<file path="config.mk">
export PLATFORM = sky130hd
export DESIGN_NAME = sqm_status_msi
export DESIGN_NICKNAME = d
export VERILOG_FILES = /design/src/rtl/sqm_pkg.sv /design/src/rtl/sqm_sts_decode.sv /design/src/rtl/sqm_sts_fifo.sv /design/src/rtl/sqm_msi_inject.sv /design/src/rtl/sqm_status_msi.sv
export SDC_FILE = /design/constraint.sdc
export NUM_CORES = 1
export LEC_CHECK = 0
export BUFFER_PORTS_ARGS = -buffer_cell sky130_fd_sc_hd__buf_2
export CELL_PAD_IN_SITES_DETAIL_PLACEMENT = 0
export CELL_PAD_IN_SITES_GLOBAL_PLACEMENT = 1
export CORE_ASPECT_RATIO = 0.7
export CORE_MARGIN = 2
export CORE_UTILIZATION = 34
export DETAILED_ROUTE_END_ITERATION = 16
export PLACE_DENSITY = 0.79
export SLEW_MARGIN = 20
export SYNTH_ARGS = -nofsm -noshare
export SYNTH_HDL_FRONTEND = slang
export SYNTH_SLANG_ARGS = --single-unit
export TNS_END_PERCENT = 50
</file>
<file path="constraint.sdc">
create_clock -name clk -period 3.2 [get_ports clk]
set_input_delay 0 -clock clk [delete_from_list [all_inputs] [get_ports clk]]
set_output_delay 0 -clock clk [all_outputs]
set_load 0.05 [all_outputs]
</file>
<file path="src/rtl/sqm_pkg.sv">
`timescale 1ns/1ps
package sqm_pkg;
  localparam int MOVERS   = 2;
  localparam int STS_W    = 31;
  localparam int DESC_W   = 112;
  localparam int CTL_LO   = 12;
  localparam int ERR_BIT  = 15;
  localparam int F_DATA   = 0;
  localparam int F_ADDR   = 32;
  localparam int F_SIZE   = 96;
  localparam int SIZE_W   = 13;
  localparam int F_IMM    = 109;
  localparam int F_ACTL   = 110;
  localparam logic [31:0] EMPTY_WORD = 32'h8000_0000;

  typedef struct packed {
    logic        en;
    logic        prio;
    logic [63:0] addr;
    logic [31:0] data;
  } irq_ctl_t;

  function automatic logic sts_keep(input logic [1:0] ctl);
    return ctl != 2'b00;
  endfunction

  function automatic logic sts_irq(input logic [1:0] ctl, input logic err);
    return (ctl == 2'b11) || (ctl == 2'b10 && err);
  endfunction

  function automatic logic [DESC_W-1:0] msi_desc(input logic [63:0] a, input logic [31:0] d);
    logic [DESC_W-1:0] r;
    r = '0;
    r[F_DATA +: 32]     = d;
    r[F_ADDR +: 64]     = a;
    r[F_SIZE +: SIZE_W] = SIZE_W'(1);
    r[F_IMM]            = 1'b1;
    r[F_ACTL +: 2]      = 2'b00;
    return r;
  endfunction

  function automatic logic [3:0] ctl_reg_addr(input int m, input int k);
    return 4'(2 + 4 * m + k);
  endfunction
endpackage

</file>
<file path="src/rtl/sqm_sts_decode.sv">
`timescale 1ns/1ps
module sqm_sts_decode
  import sqm_pkg::*;
(
  input  logic             sts_valid,
  input  logic [STS_W-1:0] sts_word,
  input  logic             irq_en,
  input  logic             fifo_full,
  input  logic             pend_full,
  output logic             sts_ready,
  output logic             push,
  output logic [STS_W-1:0] push_word,
  output logic             msi_req
);
  logic take;
  assign sts_ready = !fifo_full && !pend_full;
  assign take      = sts_valid && sts_ready;
  assign push      = take && sts_keep(sts_word[CTL_LO +: 2]);
  assign push_word = sts_word;
  assign msi_req   = take && irq_en && sts_irq(sts_word[CTL_LO +: 2], sts_word[ERR_BIT]);
endmodule

</file>
<file path="src/rtl/sqm_sts_fifo.sv">
`timescale 1ns/1ps
module sqm_sts_fifo #(
  parameter int W     = 31,
  parameter int DEPTH = 4
) (
  input  logic         clk,
  input  logic         rst_n,
  input  logic         push,
  input  logic [W-1:0] push_data,
  input  logic         pop,
  output logic [W-1:0] head,
  output logic         empty,
  output logic         full
);
  localparam int AW = (DEPTH > 1) ? $clog2(DEPTH) : 1;
  localparam int CW = $clog2(DEPTH + 1);

  logic [W-1:0]  mem [DEPTH];
  logic [AW-1:0] wp, rp;
  logic [CW-1:0] cnt;
  logic          do_push, do_pop;

  function automatic logic [AW-1:0] nxt(input logic [AW-1:0] p);
    return (p == AW'(DEPTH - 1)) ? '0 : p + AW'(1);
  endfunction

  assign empty   = (cnt == '0);
  assign full    = (cnt == CW'(DEPTH));
  assign do_push = push && !full;
  assign do_pop  = pop && !empty;
  assign head    = mem[rp];

  always_ff @(posedge clk) begin
    if (!rst_n) begin
      wp  <= '0;
      rp  <= '0;
      cnt <= '0;
    end else begin
      if (do_push) wp <= nxt(wp);
      if (do_pop)  rp <= nxt(rp);
      cnt <= cnt + CW'(do_push) - CW'(do_pop);
    end
  end

  always_ff @(posedge clk) begin
    if (do_push) mem[wp] <= push_data;
  end
endmodule

</file>
<file path="src/rtl/sqm_msi_inject.sv">
`timescale 1ns/1ps
module sqm_msi_inject
  import sqm_pkg::*;
#(
  parameter int PEND_W = 3
) (
  input  logic              clk,
  input  logic              rst_n,
  input  logic [MOVERS-1:0] msi_req,
  input  irq_ctl_t          ctl [MOVERS],
  input  logic              norm_ready,
  input  logic              prio_ready,
  output logic              inj_valid,
  output logic              inj_to_prio,
  output logic              inj_fire,
  output logic [DESC_W-1:0] inj_desc,
  output logic [MOVERS-1:0] pend_full
);
  logic [PEND_W-1:0] cnt [MOVERS];
  logic [MOVERS-1:0] has;
  logic              sel;

  // fixed order: write mover (index 0) ahead of read mover
  assign sel         = has[0] ? 1'b0 : 1'b1;
  assign inj_valid   = |has;
  assign inj_to_prio = ctl[sel].prio;
  assign inj_desc    = msi_desc(ctl[sel].addr, ctl[sel].data);
  assign inj_fire    = inj_valid && (inj_to_prio ? prio_ready : norm_ready);

  for (genvar g = 0; g < MOVERS; g++) begin : g_pend
    logic dec;
    assign has[g]       = (cnt[g] != '0);
    assign pend_full[g] = &cnt[g];
    assign dec          = inj_fire && (sel == 1'(g));
    always_ff @(posedge clk) begin
      if (!rst_n) cnt[g] <= '0;
      else        cnt[g] <= cnt[g] + PEND_W'(msi_req[g]) - PEND_W'(dec);
    end
  end
endmodule

</file>
<file path="src/rtl/sqm_status_msi.sv">
`timescale 1ns/1ps
module sqm_status_msi
  import sqm_pkg::*;
#(
  parameter int STS_DEPTH = 4,
  parameter int PEND_W    = 3
) (
  input  logic              clk,
  input  logic              rst_n,
  input  logic              wr_sts_valid,
  output logic              wr_sts_ready,
  input  logic [STS_W-1:0]  wr_sts_word,
  input  logic              rd_sts_valid,
  output logic              rd_sts_ready,
  input  logic [STS_W-1:0]  rd_sts_word,
  input  logic [3:0]        csr_addr,
  input  logic              csr_write,
  input  logic              csr_read,
  input  logic [31:0]       csr_wdata,
  output logic [31:0]       csr_rdata,
  input  logic              host_push,
  input  logic              host_prio,
  input  logic [DESC_W-1:0] host_desc,
  output logic              host_wait,
  output logic              wq_norm_valid,
  input  logic              wq_norm_ready,
  output logic [DESC_W-1:0] wq_norm_desc,
  output logic              wq_prio_valid,
  input  logic              wq_prio_ready,
  output logic [DESC_W-1:0] wq_prio_desc
);
  logic [MOVERS-1:0] sts_valid_v, sts_ready_v, sts_push, msi_req;
  logic [MOVERS-1:0] fifo_full, fifo_empty, pend_full, sts_pop, irq_en;
  logic [STS_W-1:0]  sts_word_v [MOVERS];
  logic [STS_W-1:0]  push_word  [MOVERS];
  logic [STS_W-1:0]  head       [MOVERS];
  irq_ctl_t          ctl_q      [MOVERS];

  logic              inj_valid, inj_to_prio, inj_fire;
  logic [DESC_W-1:0] inj_desc;
  logic              msi_on_norm, msi_on_prio;

  assign sts_valid_v   = {rd_sts_valid, wr_sts_valid};
  assign sts_word_v[0] = wr_sts_word;
  assign sts_word_v[1] = rd_sts_word;
  assign wr_sts_ready  = sts_ready_v[0];
  assign rd_sts_ready  = sts_ready_v[1];

  // interrupt control registers
  always_ff @(posedge clk) begin
    if (!rst_n) begin
      for (int m = 0; m < MOVERS; m++) ctl_q[m] <= '0;
    end else if (csr_write) begin
      for (int m = 0; m < MOVERS; m++) begin
        if (csr_addr == ctl_reg_addr(m, 0)) begin
          ctl_q[m].en   <= csr_wdata[0];
          ctl_q[m].prio <= csr_wdata[1];
        end
        if (csr_addr == ctl_reg_addr(m, 1)) ctl_q[m].addr[31:0]  <= csr_wdata;
        if (csr_addr == ctl_reg_addr(m, 2)) ctl_q[m].addr[63:32] <= csr_wdata;
        if (csr_addr == ctl_reg_addr(m, 3)) ctl_q[m].data        <= csr_wdata;
      end
    end
  end

  for (genvar g = 0; g < MOVERS; g++) begin : g_mover
    assign irq_en[g]  = ctl_q[g].en;
    assign sts_pop[g] = csr_read && (csr_addr == 4'(g));

    sqm_sts_decode u_dec (
      .sts_valid (sts_valid_v[g]),
      .sts_word  (sts_word_v[g]),
      .irq_en    (irq_en[g]),
      .fifo_full (fifo_full[g]),
      .pend_full (pend_full[g]),
      .sts_ready (sts_ready_v[g]),
      .push      (sts_push[g]),
      .push_word (push_word[g]),
      .msi_req   (msi_req[g])
    );

    sqm_sts_fifo #(.W(STS_W), .DEPTH(STS_DEPTH)) u_fifo (
      .clk       (clk),
      .rst_n     (rst_n),
      .push      (sts_push[g]),
      .push_data (push_word[g]),
      .pop       (sts_pop[g]),
      .head      (head[g]),
      .empty     (fifo_empty[g]),
      .full      (fifo_full[g])
    );
  end

  sqm_msi_inject #(.PEND_W(PEND_W)) u_inj (
    .clk         (clk),
    .rst_n       (rst_n),
    .msi_req     (msi_req),
    .ctl         (ctl_q),
    .norm_ready  (wq_norm_ready),
    .prio_ready  (wq_prio_ready),
    .inj_valid   (inj_valid),
    .inj_to_prio (inj_to_prio),
    .inj_fire    (inj_fire),
    .inj_desc    (inj_desc),
    .pend_full   (pend_full)
  );

  // queue arbitration: MSI ahead of host on the same queue
  assign msi_on_norm   = inj_valid && !inj_to_prio;
  assign msi_on_prio   = inj_valid && inj_to_prio;
  assign wq_norm_valid = msi_on_norm || (host_push && !host_prio);
  assign wq_prio_valid = msi_on_prio || (host_push && host_prio);
  assign wq_norm_desc  = msi_on_norm ? inj_desc : host_desc;
  assign wq_prio_desc  = msi_on_prio ? inj_desc : host_desc;
  assign host_wait     = host_push && (host_prio ? (msi_on_prio || !wq_prio_ready)
                                                 : (msi_on_norm || !wq_norm_ready));

  // register read mux
  always_comb begin
    csr_rdata = '0;
    for (int m = 0; m < MOVERS; m++) begin
      if (csr_addr == 4'(m))
        csr_rdata = fifo_empty[m] ? EMPTY_WORD : {1'b0, head[m]};
      if (csr_addr == ctl_reg_addr(m, 0)) csr_rdata = {30'b0, ctl_q[m].prio, ctl_q[m].en};
      if (csr_addr == ctl_reg_addr(m, 1)) csr_rdata = ctl_q[m].addr[31:0];
      if (csr_addr == ctl_reg_addr(m, 2)) csr_rdata = ctl_q[m].addr[63:32];
      if (csr_addr == ctl_reg_addr(m, 3)) csr_rdata = ctl_q[m].data;
    end
  end
endmodule

</file>
## After elaboration in Yosys (flattened, before gate mapping)

Memories as Yosys holds them, arrays and structs flattened. A register that Yosys moved wholly into a read port is not among the register bits.
Cells that the tools add are included.

- $add $sub $neg: 12
- Order comparisons: 1
- Equal/unequal tests: 19
- Mux-type cells: 36
- Bitwise operators: 3
- Reduce and logical (&&, ||, !) cells: 60

Operators with widths:

| kind | number |
|---|---|
| 2-to-1 mux 32 bit | 12 |
| 2-to-1 mux 97 bit | 3 |
| 2-to-1 mux 112 bit | 2 |
| logical AND 1 bit | 26 |
| == test 2 bit (second input constant) | 8 |
| == test 4 x 3 -> 1 bit (second input constant) | 4 |
| 2-to-1 mux 2 bit | 8 |
| AND reduction 2 bit | 8 |
| adder 3 x 1 -> 3 bit | 4 |
| subtractor 3 x 1 -> 3 bit | 4 |
| logical NOT 1 bit | 10 |
| 2-to-1 mux 1 bit | 9 |
| adder 2 x 1 -> 2 bit (second input constant) | 4 |
| == test 4 x 2 -> 1 bit (second input constant) | 2 |
| == test 4 bit (second input constant) | 2 |
| == test 3 bit (second input constant) | 2 |
| logical NOT 3 bit | 2 |
| logical OR 1 bit | 6 |
| 2-to-1 mux 3 bit | 2 |
| AND reduction 3 bit | 2 |
| nonzero test 3 bit | 2 |
| == test 4 x 1 -> 1 bit (second input constant) | 1 |
| logical NOT 4 bit | 1 |
| nonzero test 2 bit | 2 |
| other kinds (4) | 5 |

- Bits in registers: 210
- Memory bits (writable): 254
- Input port bits: 220
- Output and inout port bits: 261
- Word-level logic and storage cells: 150
- Memories: 3

Memory list:

| memory | depth | width | read ports | clocked after memory_dff | write ports | line | RTL |
|---|---|---|---|---|---|---|---|
| g_mover[0].u_fifo.mem | 4 | 31 | 1 | 1 | 1 | sqm_sts_fifo.sv:18 | `logic [W-1:0] mem [DEPTH];` |
| g_mover[1].u_fifo.mem | 4 | 31 | 1 | 1 | 1 | sqm_sts_fifo.sv:18 |  |
| u_inj.cnt | 2 | 3 | 2 | 0 | 2 | sqm_msi_inject.sv:19 | `logic [PEND_W-1:0] cnt [MOVERS];` |

## Longest topological paths before layout

Gate-level depths: netlist (run 1).

- Depth in word-level cells: 12
- Mapped depth: 12

## By module

From an unflattened synthesis (run 1), not the netlist that was laid out.

- Cells, all modules: 2,355
- Area total of the unflattened synthesis: 24,377.1 µm²

Modules (own cells, without submodules):

| module | times used | cells each | area each (µm²) |
|---|---|---|---|
| sqm_status_msi | 1 | 1,488 | 12,179.2 |
| sqm_sts_fifo (g_mover[1].u_fifo) | 1 | 214 | 4,966.0 |
| sqm_sts_fifo (g_mover[0].u_fifo) | 1 | 213 | 4,962.3 |
| sqm_msi_inject | 1 | 370 | 1,734.2 |
| sqm_sts_decode | 2 | 35 | 267.8 |

## Least setup slack after synthesis (run 1)

Ideal clock, no wire load.

- Kind: flip-flop to flip-flop
- Start point: memory u_inj.cnt[0][2]
- End point: memory u_inj.cnt[0][2]
- Library setup time: 115 ps
- Arrival time: 2,899 ps
- Required time: 3,085 ps
- Setup slack: 186 ps
- Cell stages (with the launch flop): 11
- Path buffers: 0
- Period minus slack after synthesis: 3,014 ps
- Cells stage by stage: dfxtp_1 -> and3_1 -> a21oi_1 -> nand3_1 -> ha_1 -> inv_1 -> ha_1 -> fa_1 -> xnor2_1 -> xnor2_1 -> and2_1

RTL lines:

| element | line |
|---|---|
| from (decl) | sqm_msi_inject.sv:19 |

==> results.yml, run 1 <==
status:
  status: "finished, final reports clean"
worst_hold_path:
  hold_class: "in2reg"
  min_path_cells: 4
logic_synthesis:
  yosys_most_used_dff: "edfxtp_1"
  yosys_warnings: 0
  synth.top_cell.area_share_pct: 32.48
  synth-compound-area-share_pct: 19.24
  ys_async_sr_fraction_pct: 0
  synth_edf_count: 248
  ys_seq_elements: 468
  ys_top_cells_by_count: "nand2_1 (423), a21oi_1 (329), edfxtp_1 (248), dfxtp_1 (220), a21boi_0 (162)"
  synth_area_leaders: "edfxtp_1 (32%), dfxtp_1 (19%), a21oi_1 (7.2%)"
  synth_cell_types: 56
  synth.most_common_cell: "nand2_1"
  synthesis.nets: 2505
  synth_xor_area_share_pct: 0.3056
  syn_area_sq_um: 22930
  yosys.area_share.simple_pct: 12.67
  synth_top_family_by_area: "compound AO/OA/AOI/OAI gates"
  synth_fa_ha_area_share_pct: 1.332
  synthMuxAreaShare_pct: 10.59
  synthCells: 2263
  avgSynthCellArea_sq_um: 10.13
  synth_area_leader_cell: "edfxtp_1"
  synth_seq_area_share_pct: 51.69
setup_path:
  critPathRequiredTime_ns: 3.20
  crit_fanout: 192
  startpoint_type: "register"
  r2r_cells: 10
  end_kind: "output pin"
  cpPeakStageDelay_ns: 0.45
  worstPathCellList: "or3_4, o21ai_4, buf_12, nor2_1, a21oi_1, buf_2"
  worstSetupPathType: "reg2out"
  worst-path-stages: 6
  crit_slowest_cell: "or3_4"
  crit_buf_inv: 2
  cp_top_family: "buffers and inverters"
  crit_arrival_ns: 3.05
global_routing:
  grt_usage_pct: 24.25
  first_global_vias: 19237
  grt_pass1_wl_um: 126500
  antenna_found_initial: 10
  overflow: 0
  grt_max_degree: 193
placement:
  hpwl_um: 61450
  gp_congestion: 0.9100
  numPortBuffers: 480
detailed_routing:
  drt_iter0_drc: 1817
  first_pass_iters: 5
  post-route-drc-count: 0
  ant_nets: 0
  vias: 20181
  wirelength_um: 88490
  vias_per_cell: 5.491
  wl_per_cell_um: 24.08
finish:
  area_growth_pct: 25.53
  drive_above_1_share_pct: 25.41
  nNetsFinal: 2984
  fillers: 6365
sta:
  tightest_slew_ns: 1.229
  whs_ns: 0.08891
  fin_worst_skew_ns: 0.01697
  hold_violations: 0
  slew_headroom_pct: 18.07
  post-route-period-util_pct: 95.45
  rsz0062_at_grt: "no"
  drv_slew: 0
  max_freq_ghz: 0.3274
  final.min_clock_period_ns: 3.054
  fin_setup_tns_ns: 0
  finalSetupViolations: 0
die:
  rows: 79
  core_sq_um: 66620
  fp.dieW_um: 314.4
  start_util_pct: 34.42
  die_y_um: 221.3
  io_pins: 481
  dieArea_sq_um: 69560
power_and_ir_drop:
  p_leak_nw: 10.59
  peakVddDrop_mv: 0.7931
  power.total_mw: 24.27
  p_per_area_nw_per_um2: 843.3
clock_network:
  cts_buffers: 48
  cts.sinks: 468
  cts_root_buffer: "clkbuf_16"
  ctsHtreeMaxLevel: 2
  insertion_delay_ns: 0.60
  post_cts.repair.setup_buffers: 0
  clk_pin_slew_ns: 0.07
  cts.path.max_buffers: 3
  cts_tree: "yes"
flow_run:
  cap_violations: 0
cells by family after synthesis:
logic type | count (synthesis)
DFF | 468
muxes | 165
adders and majority gates | 22
and+or+nand+nor | 679
AOI/OAI and AO/OA | 699
buffers and inverters | 222
xor gates and xnor gates | 8
state kept, by name (all words and copies together) (netlist names), named ones only:
signal              cells
g_mover.u_fifo.rp       4
g_mover.u_fifo.wp       4
ctl_q                 196
u_inj.cnt               6
g_mover.u_fifo.cnt      6
g_mover.u_fifo.mem    248
layer usage:
metal | routed length [um] | GRT usage, %
met5 | 77 | 0
met4 | 2742 | 7.665
met3 | 7602 | 4.958
met2 | 40520 | 38.82
met1 | 37550 | 32.90
worst min-delay path, stage by stage:
cell and delay, ns:
buf_2 0.17, and4b_1 0.26, mux2i_1 0.13, nor2b_1 0.09
cell usage in the layout (no fill, tap or decap), types with 49 or more instances in the layout:
cell type,instances
a21oi_1,329
mux4_2,62
nand2_1,422
dlygate4sd3_1,97
nor2_1,112
dfxtp_1,216
buf_2,479
edfxtp_1,248
mux2i_1,103
a21boi_0,162
clkbuf_16,49
path summary, 6_finish.rpt:
kind	startpoint	slack [ns]	endpoint
setup / recovery	u_inj.cnt[0][1]	0.15	wq_prio_desc[40]
hold / removal	csr_write	0.09	ctl_q[194]
setup reg to reg	u_inj.cnt[0][2]	0.28	u_inj.cnt[0][2]
hold reg to reg	ctl_q[82]	0.47	ctl_q[82]
power by group:
| group | switching [mW] | leakage (nW) | internal (mW) |
|---|---|---|---|
| combinational | 8.88 | 5.78 | 2.81 |
| clock | 2.48 | 0.776 | 3.31 |
| sequential | 0.154 | 4.04 | 6.64 |
| total | 11.5 | 10.6 | 12.8 |
per-stage QoR:
stage	setup slack [ns]	utilization, %	instances	cell area, sq um
CTS	0.03488	43.18	3672	28760
detailed placement	0.3629	39.30	3484	26180
global placement	0.4822	39.26	3483	26150
floorplan	0.1863	-	2263	22930
finish	0.1456	43.20	3675	28780
global route	0.04473	43.20	3675	28780
layout make-up:
| cell class | instances | area, sq um | area share (%) |
|---|---|---|---|
| Antenna cell | 2 | 5.005 | 0.01739 |
| Clock buffer | 61 | 1301 | 4.521 |
| Clock inverter | 29 | 302.8 | 1.052 |
| Inverter | 25 | 93.84 | 0.3260 |
| Multi-Input combinational cell | 1575 | 10230 | 35.54 |
| Sequential cell | 468 | 11860 | 41.19 |
| Tap cell | 891 | 1115 | 3.873 |
| Timing Repair Buffer | 624 | 3877 | 13.47 |
timing repair:
action	CTS	global route
gates cloned	1	1
hold buffers	97	0
setup endpoints to repair	43	53
pin swaps	1	1
endpoints found under the hold margin	452	0
resized for setup	0	1
No activity file was read; power rests on OpenSTA's default activity.
==> run 2: changes to the inputs <==
--- a/config.mk
+++ b/config.mk
@@ -13,6 +13,7 @@
 export CORE_UTILIZATION = 34
 export DETAILED_ROUTE_END_ITERATION = 16
 export PLACE_DENSITY = 0.79
+export RECOVER_POWER = 25
 export SLEW_MARGIN = 20
 export SYNTH_ARGS = -nofsm -noshare
 export SYNTH_HDL_FRONTEND = slang
==> results.yml, run 2 (synthesis results as in run 1) <==
clock_network:
  post_cts.repair.setup_buffers: 0
  ctsHtreeMaxLevel: 2
  cts.sinks: 468
  cts_buffers: 48
  clk_pin_slew_ns: 0.07
  insertion_delay_ns: 0.60
  cts_root_buffer: "clkbuf_16"
  cts.path.max_buffers: 3
  cts_tree: "yes"
sta:
  max_freq_ghz: 0.3290
  finalSetupViolations: 0
  setup_ws_ns: 0.1604
  fin_worst_skew_ns: 0.01779
  slew_headroom_pct: 19.94
  tightest_slew_ns: 1.201
  fin_setup_tns_ns: 0
  drv_slew: 0
  hold_violations: 0
  final.min_clock_period_ns: 3.040
  post-route-period-util_pct: 94.99
  rsz0062_at_grt: "no"
detailed_routing:
  wl_per_cell_um: 24.10
  vias_per_cell: 5.472
  wirelength_um: 88570
  first_pass_iters: 6
  vias: 20111
  drt_iter0_drc: 2003
  ant_nets: 0
  post-route-drc-count: 0
global_routing:
  antenna_found_initial: 10
  grtUsageMet2_pct: 38.82
  grtUsageMet1_pct: 32.90
  use_met3_pct: 4.958
  overflow: 0
  busiest_layer: "met2"
  first_global_vias: 19237
  grt_pass1_wl_um: 126500
  grt_max_degree: 193
  grt_usage_pct: 24.25
setup_path:
  crit_slowest_cell: "or3_4"
  worst-path-stages: 6
  cpPeakStageDelay_ns: 0.45
  worstSetupPathType: "reg2out"
  r2r_cells: 10
  crit_fanout: 192
  crit_arrival_ns: 3.04
  end_kind: "output pin"
  critPathRequiredTime_ns: 3.20
  cp_top_family: "buffers and inverters"
  startpoint_type: "register"
  worstPathCellList: "or3_4, o21ai_4, buf_12, nor2_1, a21oi_1, buf_2"
  r2r-start: "u_inj.cnt[0][2]"
  crit_buf_inv: 2
  ff2ff_setup_slack_ns: 0.30
  crit_start: "u_inj.cnt[0][1]"
power_and_ir_drop:
  p_int_mw: 12.75
  p_per_area_nw_per_um2: 845.4
  power.switching_mw: 11.52
  seqPwrFrac_pct: 28.0
  p_leak_nw: 10.42
  peakVddDrop_mv: 0.7933
  comb_power_share_pct: 48.2
  p_sw_share_pct: 47.47
  power.total_mw: 24.27
  power.share.clock_pct: 23.9
finish:
  mostFrequentLayoutCells: "nand2_1 (422), buf_2 (417), a21oi_1 (329)"
  drive_above_1_share_pct: 23.18
  top_register: "g_mover.u_fifo.mem"
  area_growth_pct: 25.19
  final_common_cell: "nand2_1"
  largest_register_ffs: 248
  reg.largest.list: "g_mover.u_fifo.mem: 248 flops, ctl_q: 196 flops"
  nNetsFinal: 2984
  utilization_pct: 43.08
  instances_no_fill: 3675
placement:
  dp.cells: 3484
  hpwl_um: 61450
  numPortBuffers: 480
  dp_slack_ns: 0.3629
  gp_congestion: 0.9100
die:
  die_y_um: 221.3
  core_sq_um: 66620
  start_util_pct: 34.42
  fp.dieW_um: 314.4
  rows: 79
  dieArea_sq_um: 69560
  io_pins: 481
worst_hold_path:
  min_path_cells: 4
  hold_class: "in2reg"
  min-delay-start: "csr_write"
status:
  status: "finished, final reports clean"
flow_run:
  cap_violations: 0
## run 2: what timing repair did
item	CTS	global route
resized for setup	0	1
setup endpoints to repair	43	53
pin swaps	1	1
gates cloned	1	1
hold endpoints to repair	452	0
hold buffers	97	0
## run 2: stage by stage
stage	hold slack, ns	instance area, sq um
after detailed placement	0.2186	26180
after CTS	0.03424	28760
after floorplan	0.09887	22930
after global routing	0.08561	28700
final	0.08372	28700
after global placement	0.2113	26150
## run 2: worst paths after layout
path	end
worst max register to register	u_inj.cnt[0][2]
worst min-delay path	ctl_q[194]
worst min register to register	ctl_q[82]
worst max-delay path	wq_prio_desc[40]
## run 2: routing by layer
metal / wire length (um) / up-vias
met3: 7710 / 129
li1: - / 9131
met2: 40660 / 965
met5: 77 / -
met1: 37430 / 9874
met4: 2683 / 12
## run 2: tightest hold or removal path: cells and delay by family
family	cells	cell delay, ns
buffers and inverters	1	0.17
multiplexers	1	0.16
AND/OR/NAND/NOR	2	0.31
## run 2: layout make-up
cell class	count	area, sq um
Fill cell	6396	37920
Sequential cell	468	11860
Multi-Input combinational cell	1575	10230
Timing Repair Buffer	624	3800
Clock buffer	61	1301
Tap cell	891	1115
Clock inverter	29	302.8
Inverter	25	93.84
Antenna cell	2	5.005
## run 2: power by group through the flow
stage | clock, mW | combinational (mW) | sequential, mW
floorplan | 0 | 8.60 | 6.88
global placement | 0 | 11.3 | 6.90
detailed placement | 0 | 11.4 | 6.92
CTS | 5.89 | 11.6 | 6.79
global route | 6.11 | 12.2 | 6.82
finish | 5.79 | 11.7 | 6.79
